[src/rtl/chx_pkg.sv]
package chx_pkg;
  // byte offsets of the three control words
  localparam int unsigned OFS_GATE = 32'h0;
  localparam int unsigned OFS_SRC  = 32'h4;
  localparam int unsigned OFS_DIV  = 32'h8;

  typedef enum logic [1:0] {
    RHIT_NONE = 2'd0,
    RHIT_GATE = 2'd1,
    RHIT_SRC  = 2'd2,
    RHIT_DIV  = 2'd3
  } reg_hit_e;
endpackage

[src/rtl/chx_regs.sv]
module chx_regs
  import chx_pkg::*;
#(
  parameter int NCH  = 16,
  parameter int FLDW = 2,
  parameter int AW   = 8,
  parameter int DW   = 32
) (
  input  logic                clk,
  input  logic                rst_n,
  input  logic                we,
  input  logic [AW-1:0]       addr,
  input  logic [DW-1:0]       wdata,
  output logic [DW-1:0]       rdata,
  output logic [NCH-1:0]      gate_q,
  output logic [NCH*FLDW-1:0] sel_q,
  output logic [NCH*FLDW-1:0] div_q
);
  localparam int PW = NCH * FLDW;
  localparam logic [AW-1:0] A_GATE = AW'(OFS_GATE);
  localparam logic [AW-1:0] A_SRC  = AW'(OFS_SRC);
  localparam logic [AW-1:0] A_DIV  = AW'(OFS_DIV);

  reg_hit_e hit;

  always_comb begin
    unique case (addr)
      A_GATE:  hit = RHIT_GATE;
      A_SRC:   hit = RHIT_SRC;
      A_DIV:   hit = RHIT_DIV;
      default: hit = RHIT_NONE;
    endcase
  end

  always_ff @(posedge clk) begin
    if (!rst_n) begin
      gate_q <= '1;
      sel_q  <= '0;
      div_q  <= '0;
    end else if (we) begin
      case (hit)
        RHIT_GATE: gate_q <= wdata[NCH-1:0];
        RHIT_SRC:  sel_q  <= wdata[PW-1:0];
        RHIT_DIV:  div_q  <= wdata[PW-1:0];
        default:   ;
      endcase
    end
  end

  always_comb begin
    rdata = '0;
    case (hit)
      RHIT_GATE: rdata[NCH-1:0] = gate_q;
      RHIT_SRC:  rdata[PW-1:0]  = sel_q;
      RHIT_DIV:  rdata[PW-1:0]  = div_q;
      default:   rdata = '0;
    endcase
  end


  unmapped_wr_chk: assert property (@(posedge clk) disable iff (!rst_n)
    (we && (addr != A_GATE) && (addr != A_SRC) && (addr != A_DIV))
      |=> ($stable(gate_q) && $stable(sel_q) && $stable(div_q)));


  idle_hold_chk: assert property (@(posedge clk) disable iff (!rst_n)
    !we |=> ($stable(gate_q) && $stable(sel_q) && $stable(div_q)));
endmodule

[src/rtl/chx_channel.sv]
module chx_channel #(
  parameter int NSRC = 4,
  parameter int FLDW = 2
) (
  input  logic            clk,
  input  logic            rst_n,
  input  logic [NSRC-1:0] src_en,
  input  logic            gate_off,
  input  logic [FLDW-1:0] sel_cfg,
  input  logic [FLDW-1:0] div_cfg,
  output logic            ch_out
);
  // largest exponent is 2^FLDW-1, so the counter needs that many bits
  localparam int CNTW = (1 << FLDW) - 1;

  logic [FLDW-1:0] act_sel;
  logic [FLDW-1:0] act_div;
  logic [CNTW-1:0] cnt;
  logic [CNTW-1:0] last_cnt;
  logic            src_hit;

  always_comb begin
    src_hit = 1'b0;
    for (int s = 0; s < NSRC; s++) begin
      if (int'(act_sel) == s) src_hit = src_en[s];
    end
  end

  assign last_cnt = ~({CNTW{1'b1}} << act_div);

  always_ff @(posedge clk) begin
    if (!rst_n) begin
      cnt     <= '0;
      ch_out  <= 1'b0;
      act_sel <= '0;
      act_div <= '0;
    end else if (gate_off) begin
      cnt     <= '0;
      ch_out  <= 1'b0;
      act_sel <= sel_cfg;
      act_div <= div_cfg;
    end else if (src_hit) begin
      if (cnt == last_cnt) begin
        cnt     <= '0;
        ch_out  <= 1'b1;
        act_sel <= sel_cfg;
        act_div <= div_cfg;
      end else begin
        cnt    <= cnt + CNTW'(1);
        ch_out <= 1'b0;
      end
    end else begin
      ch_out <= 1'b0;
    end
  end


  gated_idle_chk: assert property (@(posedge clk) disable iff (!rst_n)
    gate_off |=> !ch_out);


  gated_clear_chk: assert property (@(posedge clk) disable iff (!rst_n)
    gate_off |=> (cnt == '0));


  pulse_cause_chk: assert property (@(posedge clk) disable iff (!rst_n)
    ch_out |-> $past(src_hit));


  cnt_range_chk: assert property (@(posedge clk) disable iff (!rst_n)
    cnt <= last_cnt);


  cfg_hold_chk: assert property (@(posedge clk) disable iff (!rst_n)
    !gate_off |=> (ch_out || ($stable(act_sel) && $stable(act_div))));
endmodule

[src/rtl/clk_channel_bank.sv]
module clk_channel_bank #(
  parameter int NCH  = 16,
  parameter int NSRC = 4,
  parameter int FLDW = 2,
  parameter int AW   = 8,
  parameter int DW   = 32
) (
  input  logic            clk,
  input  logic            rst_n,
  input  logic [NSRC-1:0] src_en,
  input  logic            reg_we,
  input  logic [AW-1:0]   reg_addr,
  input  logic [DW-1:0]   reg_wdata,
  output logic [DW-1:0]   reg_rdata,
  output logic [NCH-1:0]  ch_out
);
  localparam int PW = NCH * FLDW;

  logic [NCH-1:0] gate_q;
  logic [PW-1:0]  sel_q;
  logic [PW-1:0]  div_q;

  chx_regs #(
    .NCH (NCH),
    .FLDW(FLDW),
    .AW  (AW),
    .DW  (DW)
  ) u_regs (
    .clk   (clk),
    .rst_n (rst_n),
    .we    (reg_we),
    .addr  (reg_addr),
    .wdata (reg_wdata),
    .rdata (reg_rdata),
    .gate_q(gate_q),
    .sel_q (sel_q),
    .div_q (div_q)
  );

  for (genvar g = 0; g < NCH; g++) begin : g_ch
    chx_channel #(
      .NSRC(NSRC),
      .FLDW(FLDW)
    ) u_ch (
      .clk     (clk),
      .rst_n   (rst_n),
      .src_en  (src_en),
      .gate_off(gate_q[g]),
      .sel_cfg (sel_q[g*FLDW +: FLDW]),
      .div_cfg (div_q[g*FLDW +: FLDW]),
      .ch_out  (ch_out[g])
    );
  end


  all_gated_idle_chk: assert property (@(posedge clk) disable iff (!rst_n)
    (&gate_q) |=> (ch_out == '0));
endmodule

[config.mk]
export PLATFORM = sky130hd
export DESIGN_NAME = clk_channel_bank
export DESIGN_NICKNAME = d
export VERILOG_FILES = /design/src/rtl/chx_pkg.sv /design/src/rtl/chx_regs.sv /design/src/rtl/chx_channel.sv /design/src/rtl/clk_channel_bank.sv
export SDC_FILE = /design/constraint.sdc
export NUM_CORES = 1
export LEC_CHECK = 0
export ABC_AREA = 1
export BUFFER_PORTS_ARGS = -buffer_cell sky130_fd_sc_hd__buf_2
export CORE_MARGIN = 3
export CORE_UTILIZATION = 54
export CTS_CLUSTER_DIAMETER = 120
export CTS_CLUSTER_SIZE = 40
export DETAILED_ROUTE_END_ITERATION = 10
export PLACE_DENSITY = 0.78
export SLEW_MARGIN = 25
export SYNTH_ARGS = -nofsm -noshare
export SYNTH_HDL_FRONTEND = slang
export SYNTH_SLANG_ARGS = --single-unit
[constraint.sdc]
create_clock -name clk -period 1.4 [get_ports clk]
set_input_delay 0.28 -clock clk [delete_from_list [all_inputs] [get_ports clk]]
set_output_delay 0.28 -clock clk [all_outputs]
set_load 0.03 [all_outputs]
==> impl_metrics.env, run 1 <==
export IMPL_io_buffers=94
export IMPL_tightest_slew_ns=0.4281
export IMPL_cts_root_buffer="clkbuf_16"
export IMPL_yosysMostFrequentCell="nand2_1"
export IMPL_area_delta_synth_final_pct=19.74
export IMPL_status="finished with violations"
export IMPL_reg2reg_slack_ns=0.10
export IMPL_antenna_found_initial=1
export IMPL_yosysTopAreaCellShare_pct=37.73
export IMPL_die_y_um=149.0
export IMPL_p_switching_mw=2.408
export IMPL_cellPowerDensity_nw_per_um2=747.3
export IMPL_maxSlewHeadroom_pct=71.36
export IMPL_cp_max_fo=7
export IMPL_cts_tree="built"
export IMPL_route_detailed_drc=0
export IMPL_overflow=0
export IMPL_cts_hold_buf=0
export IMPL_fmax_mhz=572.0
export IMPL_synth_top_area_cell="dfxtp_1"
export IMPL_synthCells=1742
export IMPL_clk_latency_ns=0.48
export IMPL_num_vias=10950
export IMPL_syn_area_um2=11040
export IMPL_firstDrtPassIters=7
export IMPL_synth_common_cells="nand2_1, nand3_1, inv_1, nor2_1, dfxtp_1"
export IMPL_period_share_pct=124.9
export IMPL_combPwrFrac_pct=8.2
export IMPL_synth_nets=1805
export IMPL_antennaDiodeCount=0
export IMPL_violations="negative setup slack"
export IMPL_p_seq_share_pct=60.1
export IMPL_worst_hold_slack_ns=0.05023
export IMPL_drt_total_wl_um=28180
export IMPL_ys_warn_count=0
export IMPL_whs_path_depth=3
export IMPL_endpoint_kind="output pin"
export IMPL_async_flop_share_pct=0
export IMPL_coreArea_um2=19780
export IMPL_final_util_pct=66.81
export IMPL_n_fill_cell=1737
export IMPL_grt_util_all_layers_pct=24.62
export IMPL_worstPathArrival_ns=1.47
export IMPL_grt_pass1_wl_um=45910
export IMPL_final_cell_area_um2=13220
export IMPL_setup_viol=32
export IMPL_place_hpwl_um=20430
export IMPL_htreeDepth=1
export IMPL_rr_startpoint="g_ch[0].u_ch.act_div[1]"
export IMPL_timing_setup_tns_ns=-8.739
export IMPL_wl_per_cell_um=13.26
export IMPL_drtAntennaViolNets=0
export IMPL_drtIter0Drc=782
export IMPL_syn_avg_cell_area_um2=6.336
export IMPL_grt_pass1_vias=9615
export IMPL_critPathKind="primary input to output pin"
export IMPL_seq_area_frac_synth_pct=37.73
export IMPL_layoutNonFillerInstCount=2125
export IMPL_r2r_end="g_ch[0].u_ch.cnt[1]"
export IMPL_num_rows=51
export IMPL_grt_max_degree=59
export IMPL_ys_top_cells_by_area="dfxtp_1, nand2_1, nand3_1"
export IMPL_placedCellCount=2106
export IMPL_drive_gt1_share_pct=15.54
export IMPL_place_gp_congestion=0.8778
export IMPL_slew_viol_final=0
export IMPL_place_ws_ns=-0.4965
export IMPL_die_area_um2=22190
export IMPL_rsz0062_at_grt="yes"
export IMPL_synth_flop_cell="dfxtp_1"
export IMPL_clkTransAtPathRegs_ns=0.15
export IMPL_die_w_um=149.0
export IMPL_max_cap_violations=0
export IMPL_worst_slack_ns=-0.3481
export IMPL_fin_worst_skew_ns=0.05804
export IMPL_hold_violations=0
export IMPL_switching_share_pct=24.38
export IMPL_cts_num_sinks=208
export IMPL_synth_cell_types=29
export IMPL_start_util_pct=55.79
export IMPL_drt_vias_per_instance=5.154
export IMPL_critPathLaunchType="primary input"
export IMPL_cts_buffer_depth=3
export IMPL_placed_cell_area_um2=12470
export IMPL_holdPathEnd="u_regs.gate_q[7]"
export IMPL_irDropWorstVdd_v=0.0007492
export IMPL_synth_edf_count=0
export IMPL_cts_buffers_inserted=9
export IMPL_ios=95
export IMPL_power_mw=9.876
export IMPL_pwr_share_clk_pct=31.7
export IMPL_p_leak_nw=6.467
export IMPL_fin_nets=1924
export IMPL_rr_worst_depth=8
export IMPL_crit_required_ns=1.12
export IMPL_p_int_mw=7.468
export IMPL_ys_ff_latch=208
export IMPL_fin_crit_ns=1.748
export IMPL_hold_path_class="primary input to flip-flop"
export IMPL_min_from="reg_wdata[7]"
[registers in the layout, indices dropped and copies added, names as in the netlist]
name               count
g_ch.u_ch.act_div     32
g_ch.u_ch.act_sel     32
g_ch.u_ch.ch_out      16
g_ch.u_ch.cnt         48
u_regs.div_q          32
u_regs.gate_q         16
u_regs.sel_q          32
[layer usage]
metal	up-vias	wire, µm	global-route usage (%)
li1	5687	-	-
met1	4948	12780	34.18
met2	275	13330	41.59
met3	41	1413	2.461
met4	2	648	5.767
met5	-	7	0
[final cells by class]
class                      count  area [µm²]  share of cell area, %
multi-input combinational   1208        5854                  44.30
tap                          265       331.6                  2.509
timing repair buffer         186        1615                  12.22
clock inverter                 1       30.03                 0.2272
sequential                   208        4184                  31.66
clock buffer                   9       225.2                  1.704
inverter                     248       974.7                  7.375
[critical path, stage by stage]
cell	delay, ns
buf_12	0.11
inv_16	0.05
nand2_8	0.05
buf_6	0.11
nor2_4	0.13
nand2_8	0.12
buf_8	0.17
o211ai_1	0.23
buf_4	0.21
[cells in the final DEF, fill, tap and decap left out, types with 2 or more instances in the layout]
| cell type | synthesis | layout |
|---|---|---|
| clkbuf_16 | 0 | 9 |
| nor3_1 | 16 | 15 |
| xor2_1 | 16 | 16 |
| inv_1 | 240 | 238 |
| o211ai_1 | 16 | 16 |
| nand2_4 | 1 | 4 |
| nor2_4 | 0 | 3 |
| ha_1 | 16 | 16 |
| nand2_1 | 483 | 461 |
| dfxtp_1 | 208 | 192 |
| o22ai_4 | 0 | 15 |
| nand2_2 | 12 | 29 |
| buf_2 | 17 | 58 |
| inv_2 | 7 | 5 |
| xnor2_1 | 5 | 5 |
| a21oi_2 | 5 | 5 |
| nand3b_1 | 4 | 4 |
| nand2_8 | 0 | 2 |
| buf_6 | 6 | 17 |
| buf_4 | 20 | 86 |
| o21ai_0 | 28 | 27 |
| a21oi_1 | 99 | 99 |
| dfxtp_2 | 0 | 16 |
| buf_12 | 0 | 19 |
| nand3_1 | 254 | 252 |
| nor2_1 | 230 | 228 |
| nand3_2 | 3 | 5 |
| buf_8 | 0 | 5 |
[kinds of logic (layout without fill, tap and decap cells)]
logic type / after synthesis / in the layout / synth area share, %
AND/OR/NAND/NOR: 1006 / 1006 / 38.16
adder cells (fa/ha/maj): 16 / 16 / 1.814
buffers and inverters: 326 / 444 / 12.41
AO/OA/AOI/OAI: 165 / 165 / 8.219
XOR/XNOR: 21 / 21 / 1.666
flip-flops: 208 / 208 / 37.73
[how the worst max path moves through the flow]
stage	slack (ns)	cells past startpoint	endpoint	startpoint
2_1_floorplan	-0.21	6	reg_rdata[0]	reg_addr[1]
3_3_place_gp	-0.48	10	reg_rdata[14]	reg_addr[1]
3_5_place_dp	-0.50	10	reg_rdata[14]	reg_addr[1]
4_1_cts	-0.36	9	reg_rdata[10]	reg_addr[1]
5_1_grt	-0.41	10	reg_rdata[14]	reg_addr[1]
6_report	-0.35	9	reg_rdata[10]	reg_addr[1]
[power groups by stage]
| stage | logic, mW | registers [mW] | clock network [mW] |
|---|---|---|---|
| floorplan | 0.405 | 6.06 | 0 |
| global placement | 0.768 | 6.07 | 0 |
| detailed placement | 0.777 | 6.07 | 0 |
| CTS | 0.793 | 5.94 | 3.20 |
| global route | 0.885 | 5.94 | 3.39 |
| finish | 0.811 | 5.94 | 3.13 |
[repair_timing]
| item | 4_1_cts | 5_1_grt |
|---|---|---|
| pin swaps | 9 | 13 |
| buffers inserted | 3 | 6 |
| hold endpoints to repair | 0 | 0 |
| gates cloned | 1 | 0 |
| resized for setup | 63 | 59 |
| endpoints found under the setup margin | 32 | 60 |
Note: power is estimated with default switching activity, not from simulation.
==> run 2: changes to the inputs <==
--- a/config.mk
+++ b/config.mk
@@ -7,7 +7,7 @@
 export LEC_CHECK = 0
 export ABC_AREA = 1
 export BUFFER_PORTS_ARGS = -buffer_cell sky130_fd_sc_hd__buf_2
-export CORE_MARGIN = 3
+export CORE_MARGIN = 8
 export CORE_UTILIZATION = 54
 export CTS_CLUSTER_DIAMETER = 120
 export CTS_CLUSTER_SIZE = 40
==> impl_metrics.env, run 2 (synthesized netlist as in run 1, its figures left out) <==
export IMPL_antennaDiodeCount=0
export IMPL_drt_total_wl_um=28570
export IMPL_crit_required_ns=1.12
export IMPL_cp_max_fo=15
export IMPL_coreArea_um2=20170
export IMPL_endpoint_kind="output pin"
export IMPL_final_common_cell="nand2_1"
export IMPL_placed_cell_area_um2=12400
export IMPL_cts_num_sinks=208
export IMPL_grt_util_all_layers_pct=21.69
export IMPL_max_cap_violations=0
export IMPL_die_w_um=159.0
export IMPL_htreeDepth=1
export IMPL_antenna_found_initial=0
export IMPL_rsz0062_at_grt="yes"
export IMPL_num_rows=52
export IMPL_p_int_mw=7.453
export IMPL_place_hpwl_um=20640
export IMPL_tightest_slew_ns=0.3431
export IMPL_place_ws_ns=-0.4579
export IMPL_drtAntennaViolNets=0
export IMPL_regMostFlops="g_ch.u_ch.cnt"
export IMPL_clkTransAtPathRegs_ns=0.14
export IMPL_reg2reg_slack_ns=0.12
export IMPL_place_gp_congestion=0.8472
export IMPL_worstPathArrival_ns=1.41
export IMPL_cellPowerDensity_nw_per_um2=758.8
export IMPL_io_buffers=94
export IMPL_combPwrFrac_pct=7.7
export IMPL_grt_pass1_wl_um=47460
export IMPL_drtIter0Drc=897
export IMPL_maxSlewHeadroom_pct=77.09
export IMPL_clk_latency_ns=0.47
export IMPL_setup_viol=32
export IMPL_drt_vias_per_instance=5.203
export IMPL_num_vias=11070
export IMPL_fin_nets=1921
export IMPL_hold_violations=0
export IMPL_switching_share_pct=24.77
export IMPL_p_leak_nw=6.414
export IMPL_largest_register_ffs=48
export IMPL_violations="negative setup slack"
export IMPL_fin_crit_ns=1.695
export IMPL_slew_viol_final=0
export IMPL_fmax_mhz=590.0
export IMPL_cts_root_buffer="clkbuf_16"
export IMPL_min_from="reg_wdata[3]"
export IMPL_p_switching_mw=2.454
export IMPL_start_util_pct=54.72
export IMPL_die_area_um2=25270
export IMPL_whs_path_depth=3
export IMPL_irDropWorstVdd_v=0.0007106
export IMPL_mostFrequentLayoutCells="nand2_1, nand3_1, inv_1"
export IMPL_worst_slack_ns=-0.2950
export IMPL_cts_buffers_inserted=9
export IMPL_status="finished with violations"
export IMPL_period_share_pct=121.1
export IMPL_p_seq_share_pct=59.9
export IMPL_cts_tree="built"
export IMPL_area_delta_synth_final_pct=18.30
export IMPL_hold_path_class="primary input to flip-flop"
export IMPL_holdPathEnd="u_regs.gate_q[3]"
export IMPL_overflow=0
export IMPL_final_cell_area_um2=13060
export IMPL_pwr_share_clk_pct=32.4
export IMPL_wl_per_cell_um=13.43
export IMPL_rr_startpoint="g_ch[9].u_ch.cnt[1]"
export IMPL_grt_pass1_vias=10100
export IMPL_critPathLaunchType="primary input"
export IMPL_cts_buffer_depth=3
export IMPL_route_detailed_drc=0
export IMPL_power_mw=9.907
export IMPL_critPathKind="primary input to output pin"
export IMPL_drive_gt1_share_pct=14.91
export IMPL_rr_worst_depth=9
export IMPL_firstDrtPassIters=5
export IMPL_r2r_end="g_ch[9].u_ch.act_div[1]"
export IMPL_ios=95
export IMPL_fin_worst_skew_ns=0.02746
export IMPL_grt_max_degree=58
export IMPL_die_y_um=159.0
run 2: how the worst max path moves through the flow:
stage / startpoint / endpoint / slack [ns] / depth (start not counted)
2_1_floorplan: reg_addr[1] / reg_rdata[0] / -0.21 / 6
3_3_place_gp: reg_addr[1] / reg_rdata[25] / -0.42 / 9
3_5_place_dp: reg_addr[1] / reg_rdata[19] / -0.46 / 9
4_1_cts: reg_addr[1] / reg_rdata[9] / -0.29 / 10
5_1_grt: reg_addr[4] / reg_rdata[5] / -0.34 / 8
6_report: reg_addr[1] / reg_rdata[24] / -0.29 / 9
run 2: worst max-delay path: stages:
cell	delay (ns)
buf_12	0.11
inv_16	0.05
nand2_8	0.06
nor3_4	0.21
nand2_4	0.09
buf_12	0.18
buf_12	0.16
o22ai_4	0.11
buf_6	0.15
run 2: repair_timing:
item	CTS	global route
cloned	1	0
endpoints found under the hold margin	0	0
buffers inserted	9	1
setup endpoints to repair	32	71
pin swaps	6	5
hold buffers	0	0
gates resized for setup	74	29
run 2: layer usage:
layer | track usage, % | part of all wire [%]
met4 | 5.403 | 2.4
met2 | 37.22 | 47
met5 | 0 | 0
met3 | 3.102 | 5.6
met1 | 28.14 | 45
run 2: area by class of cell:
class,instances,area [µm²]
Fill cell,1797,7113
Clock buffer,9,225.2
Clock inverter,2,36.28
Multi-Input combinational cell,1208,5767
Tap cell,270,337.8
Sequential cell,208,4180
Timing Repair Buffer,183,1540
Inverter,248,969.7
run 2: stage by stage:
step                      setup TNS (ns)  hold slack (ns)  std cells  utilization [%]
final                             -7.771          0.05718       2128            64.73
after global placement            -26.57           0.4595       2107            61.46
after CTS                         -7.930          0.05345       2128            64.35
after detailed placement          -30.63           0.4684       2107            61.46
after global routing              -9.217          0.07261       2128            64.73
after floorplan                   -3.939           0.4344       1742                -
run 2: power groups by stage:
stage                     Sequential [mW]  Combinational, mW  Clock, mW
final                                5.94              0.760       3.21
after global routing                 5.94              0.834       3.43
after CTS                            5.94              0.741       3.24
after detailed placement             6.07              0.726          0
after global placement               6.07              0.714          0
after floorplan                      6.06              0.405          0
==> run 3: changes to the inputs <==
--- a/config.mk
+++ b/config.mk
@@ -5,14 +5,13 @@
 export SDC_FILE = /design/constraint.sdc
 export NUM_CORES = 1
 export LEC_CHECK = 0
-export ABC_AREA = 1
 export BUFFER_PORTS_ARGS = -buffer_cell sky130_fd_sc_hd__buf_2
 export CORE_MARGIN = 8
-export CORE_UTILIZATION = 54
+export CORE_UTILIZATION = 55
 export CTS_CLUSTER_DIAMETER = 120
 export CTS_CLUSTER_SIZE = 40
 export DETAILED_ROUTE_END_ITERATION = 10
-export PLACE_DENSITY = 0.78
+export PLACE_DENSITY = 0.79
 export SLEW_MARGIN = 25
 export SYNTH_ARGS = -nofsm -noshare
 export SYNTH_HDL_FRONTEND = slang
==> impl_metrics.env, run 3 <==
export IMPL_synth_flop_cell="dfxtp_1"
export IMPL_drtIter0Drc=1339
export IMPL_yosysTopAreaCellShare_pct=33.90
export IMPL_use_met3_pct=4.561
export IMPL_largest_register_ffs=48
export IMPL_route_detailed_drc=0
export IMPL_firstDrtPassIters=6
export IMPL_startpoint="u_regs.gate_q[11]"
export IMPL_placedCellCount=1876
export IMPL_mostFrequentLayoutCells="buf_4, dfxtp_1, buf_6"
export IMPL_period_share_pct=137.6
export IMPL_grt_util_all_layers_pct=27.69
export IMPL_slew_viol_final=0
export IMPL_coreArea_um2=21890
export IMPL_worst_slack_ns=-0.5264
export IMPL_ys_top_cells_by_area="dfxtp_1, mux2i_1, nand3b_1"
export IMPL_fin_nets=1746
export IMPL_area_delta_synth_final_pct=41.56
export IMPL_r2r_end="g_ch[4].u_ch.act_sel[0]"
export IMPL_endpoint_kind="output pin"
export IMPL_rr_worst_depth=7
export IMPL_synth_common_cells="dfxtp_1, mux2i_1, nor2b_1, nand3_1, nand3b_1"
export IMPL_syn_avg_cell_area_um2=9.038
export IMPL_layoutNonFillerInstCount=1964
export IMPL_grt_max_degree=43
export IMPL_fmax_mhz=519.1
export IMPL_max_cap_violations=0
export IMPL_async_flop_share_pct=0
export IMPL_antenna_found_initial=0
export IMPL_regMostFlops="g_ch.u_ch.cnt"
export IMPL_final_cell_area_um2=17390
export IMPL_fin_worst_skew_ns=0.03487
export IMPL_grtUsageMet1_pct=33.81
export IMPL_tightest_slew_ns=0.6677
export IMPL_multi_input_area_um2=8626
export IMPL_status="finished with violations"
export IMPL_critPathLaunchType="flip-flop"
export IMPL_n_fill_cell=1221
export IMPL_wl_per_cell_um=22.59
export IMPL_overflow=0
export IMPL_num_rows=54
export IMPL_fin_crit_ns=1.926
export IMPL_synth_nets=1422
export IMPL_htreeDepth=1
export IMPL_cp_depth=6
export IMPL_clk_latency_ns=0.50
export IMPL_violations="negative setup slack"
export IMPL_drt_vias_per_instance=6.732
export IMPL_cts_buffers_inserted=9
export IMPL_path_cells="mux2i_2 -> nor2_1 -> a21oi_1 -> buf_4 -> nor2_4 -> buf_6"
export IMPL_worstPathArrival_ns=1.65
export IMPL_cts_buffer_depth=3
export IMPL_placed_cell_area_um2=15090
export IMPL_p_leak_nw=7.024
export IMPL_die_y_um=165.4
export IMPL_reg2reg_slack_ns=-0.40
export IMPL_rr_startpoint="g_ch[4].u_ch.act_div[1]"
export IMPL_power_mw=10.26
export IMPL_cts_root_buffer="clkbuf_16"
export IMPL_maxSlewHeadroom_pct=55.48
export IMPL_irDropWorstVdd_v=0.0007897
export IMPL_setup_viol=159
export IMPL_rsz0062_at_grt="yes"
export IMPL_num_vias=13220
export IMPL_crit_end="reg_rdata[11]"
export IMPL_die_w_um=165.4
export IMPL_hold_path_class="primary input to flip-flop"
export IMPL_seq_area_frac_synth_pct=33.90
export IMPL_cellPowerDensity_nw_per_um2=590.2
export IMPL_crit_required_ns=1.12
export IMPL_cp_slowest_stage_delay_ns=0.39
export IMPL_critPathTopFamily="flip-flops"
export IMPL_start_util_pct=56.11
export IMPL_ys_ff_latch=208
export IMPL_grt_pass1_vias=12730
export IMPL_ios=95
export IMPL_cts_tree="built"
export IMPL_synthCells=1359
export IMPL_die_area_um2=27370
export IMPL_hold_violations=0
export IMPL_drt_total_wl_um=44380
export IMPL_grt_pass1_wl_um=62780
export IMPL_cp_slowest_cell="dfxtp_2"
export IMPL_ys_warn_count=0
export IMPL_place_gp_congestion=0.8584
export IMPL_syn_area_um2=12280
export IMPL_path_buf_inv=2
export IMPL_synth_edf_count=0
export IMPL_synth_top_area_cell="dfxtp_1"
export IMPL_seq_area_um2=4269
export IMPL_cp_max_fo=2
export IMPL_place_hpwl_um=24200
export IMPL_clkTransAtPathRegs_ns=0.16
export IMPL_synth_cell_types=58
export IMPL_use_met2_pct=47.01
export IMPL_cts_num_sinks=208
export IMPL_grt_busiest_layer="met2"
export IMPL_io_buffers=94
export IMPL_drtAntennaViolNets=0
export IMPL_yosysMostFrequentCell="dfxtp_1"
export IMPL_final_common_cell="buf_4"
export IMPL_critPathKind="flip-flop to output pin"
export IMPL_drive_gt1_share_pct=42.84
-- run 3: cell count changes after synthesis, sizes merged, moves of 46 or more --
cell    change
a21oi      -47
nand3     -179
nor3       +46
nor2      -170
nor2b      +82
mux2i     +100
nand2     -435
inv       -236
nand3b     +68
-- run 3: worst min path at each step --
stage,from,to,slack [ns],depth (start not counted)
2_1_floorplan,reg_wdata[0],u_regs.gate_q[0],0.41,2
3_3_place_gp,g_ch[6].u_ch.act_sel[1],g_ch[6].u_ch.act_sel[1],0.45,2
3_5_place_dp,g_ch[6].u_ch.act_sel[1],g_ch[6].u_ch.act_sel[1],0.47,2
4_1_cts,reg_wdata[1],u_regs.gate_q[1],0.03,3
5_1_grt,reg_wdata[1],u_regs.gate_q[1],0.04,3
6_report,reg_wdata[1],u_regs.gate_q[1],0.04,3
-- run 3: routing by layer --
layer  wire length, µm  part of all wire, %
met1             16220                   37
met2             21340                   48
met3              4244                  9.6
met4              2571                  5.8
met5                 0                    0
-- run 3: layout make-up --
class | count | share of cell area, %
repair buffers | 421 | 22.01
clock buffers | 9 | 1.295
clock inverters | 2 | 0.2662
well taps | 280 | 2.015
flip-flops and latches | 208 | 24.55
multi-input cells | 1032 | 49.61
diodes | 1 | 0.01439
inverters | 11 | 0.2375
-- run 3: report_power, final --
part | internal, mW | total [mW] | switching, mW | leakage [nW]
combinational | 0.413 | 0.991 | 0.577 | 5.19
clock | 1.24 | 3.35 | 2.11 | 0.129
sequential | 5.92 | 5.92 | 0.00491 | 1.71
total | 7.57 | 10.3 | 2.69 | 7.02
-- run 3: cell families after synthesis --
kind of cell    share of synthesized area [%]
compound gates                          17.67
xor+xnor                              0.07132
fa+ha+maj                               1.630
buf+inv                                 5.195
flops                                   33.90
mux                                     11.24
simple gates                            30.29
-- run 3: metrics by stage --
| stage | util [%] | hold WS, ns | setup slack (ns) | setup TNS (ns) |
|---|---|---|---|---|
| 2_1_floorplan | - | 0.4051 | -0.2738 | -28.16 |
| 5_1_grt | 79.42 | 0.03500 | -0.5538 | -44.45 |
| 3_5_place_dp | 68.95 | 0.4744 | -0.4258 | -75.73 |
| 4_1_cts | 76.08 | 0.02527 | -0.4164 | -32.98 |
| 3_3_place_gp | 68.95 | 0.4513 | -0.3881 | -70.09 |
| 6_report | 79.43 | 0.03818 | -0.5264 | -38.63 |
-- run 3: worst reg2reg max path: cells and delay by family, from the launching register on --
kind | cells | cell delay [ns]
compound gates | 2 | 0.33
buf+inv | 3 | 0.39
flops | 1 | 0.36
simple gates | 2 | 0.61
-- run 3: timing repair --
item	CTS	global route
buffers inserted	40	30
gates cloned	11	5
endpoints found under the hold margin	0	0
resized for setup	220	117
hold buffers	0	0
endpoints found under the setup margin	159	163
pin swaps	107	65
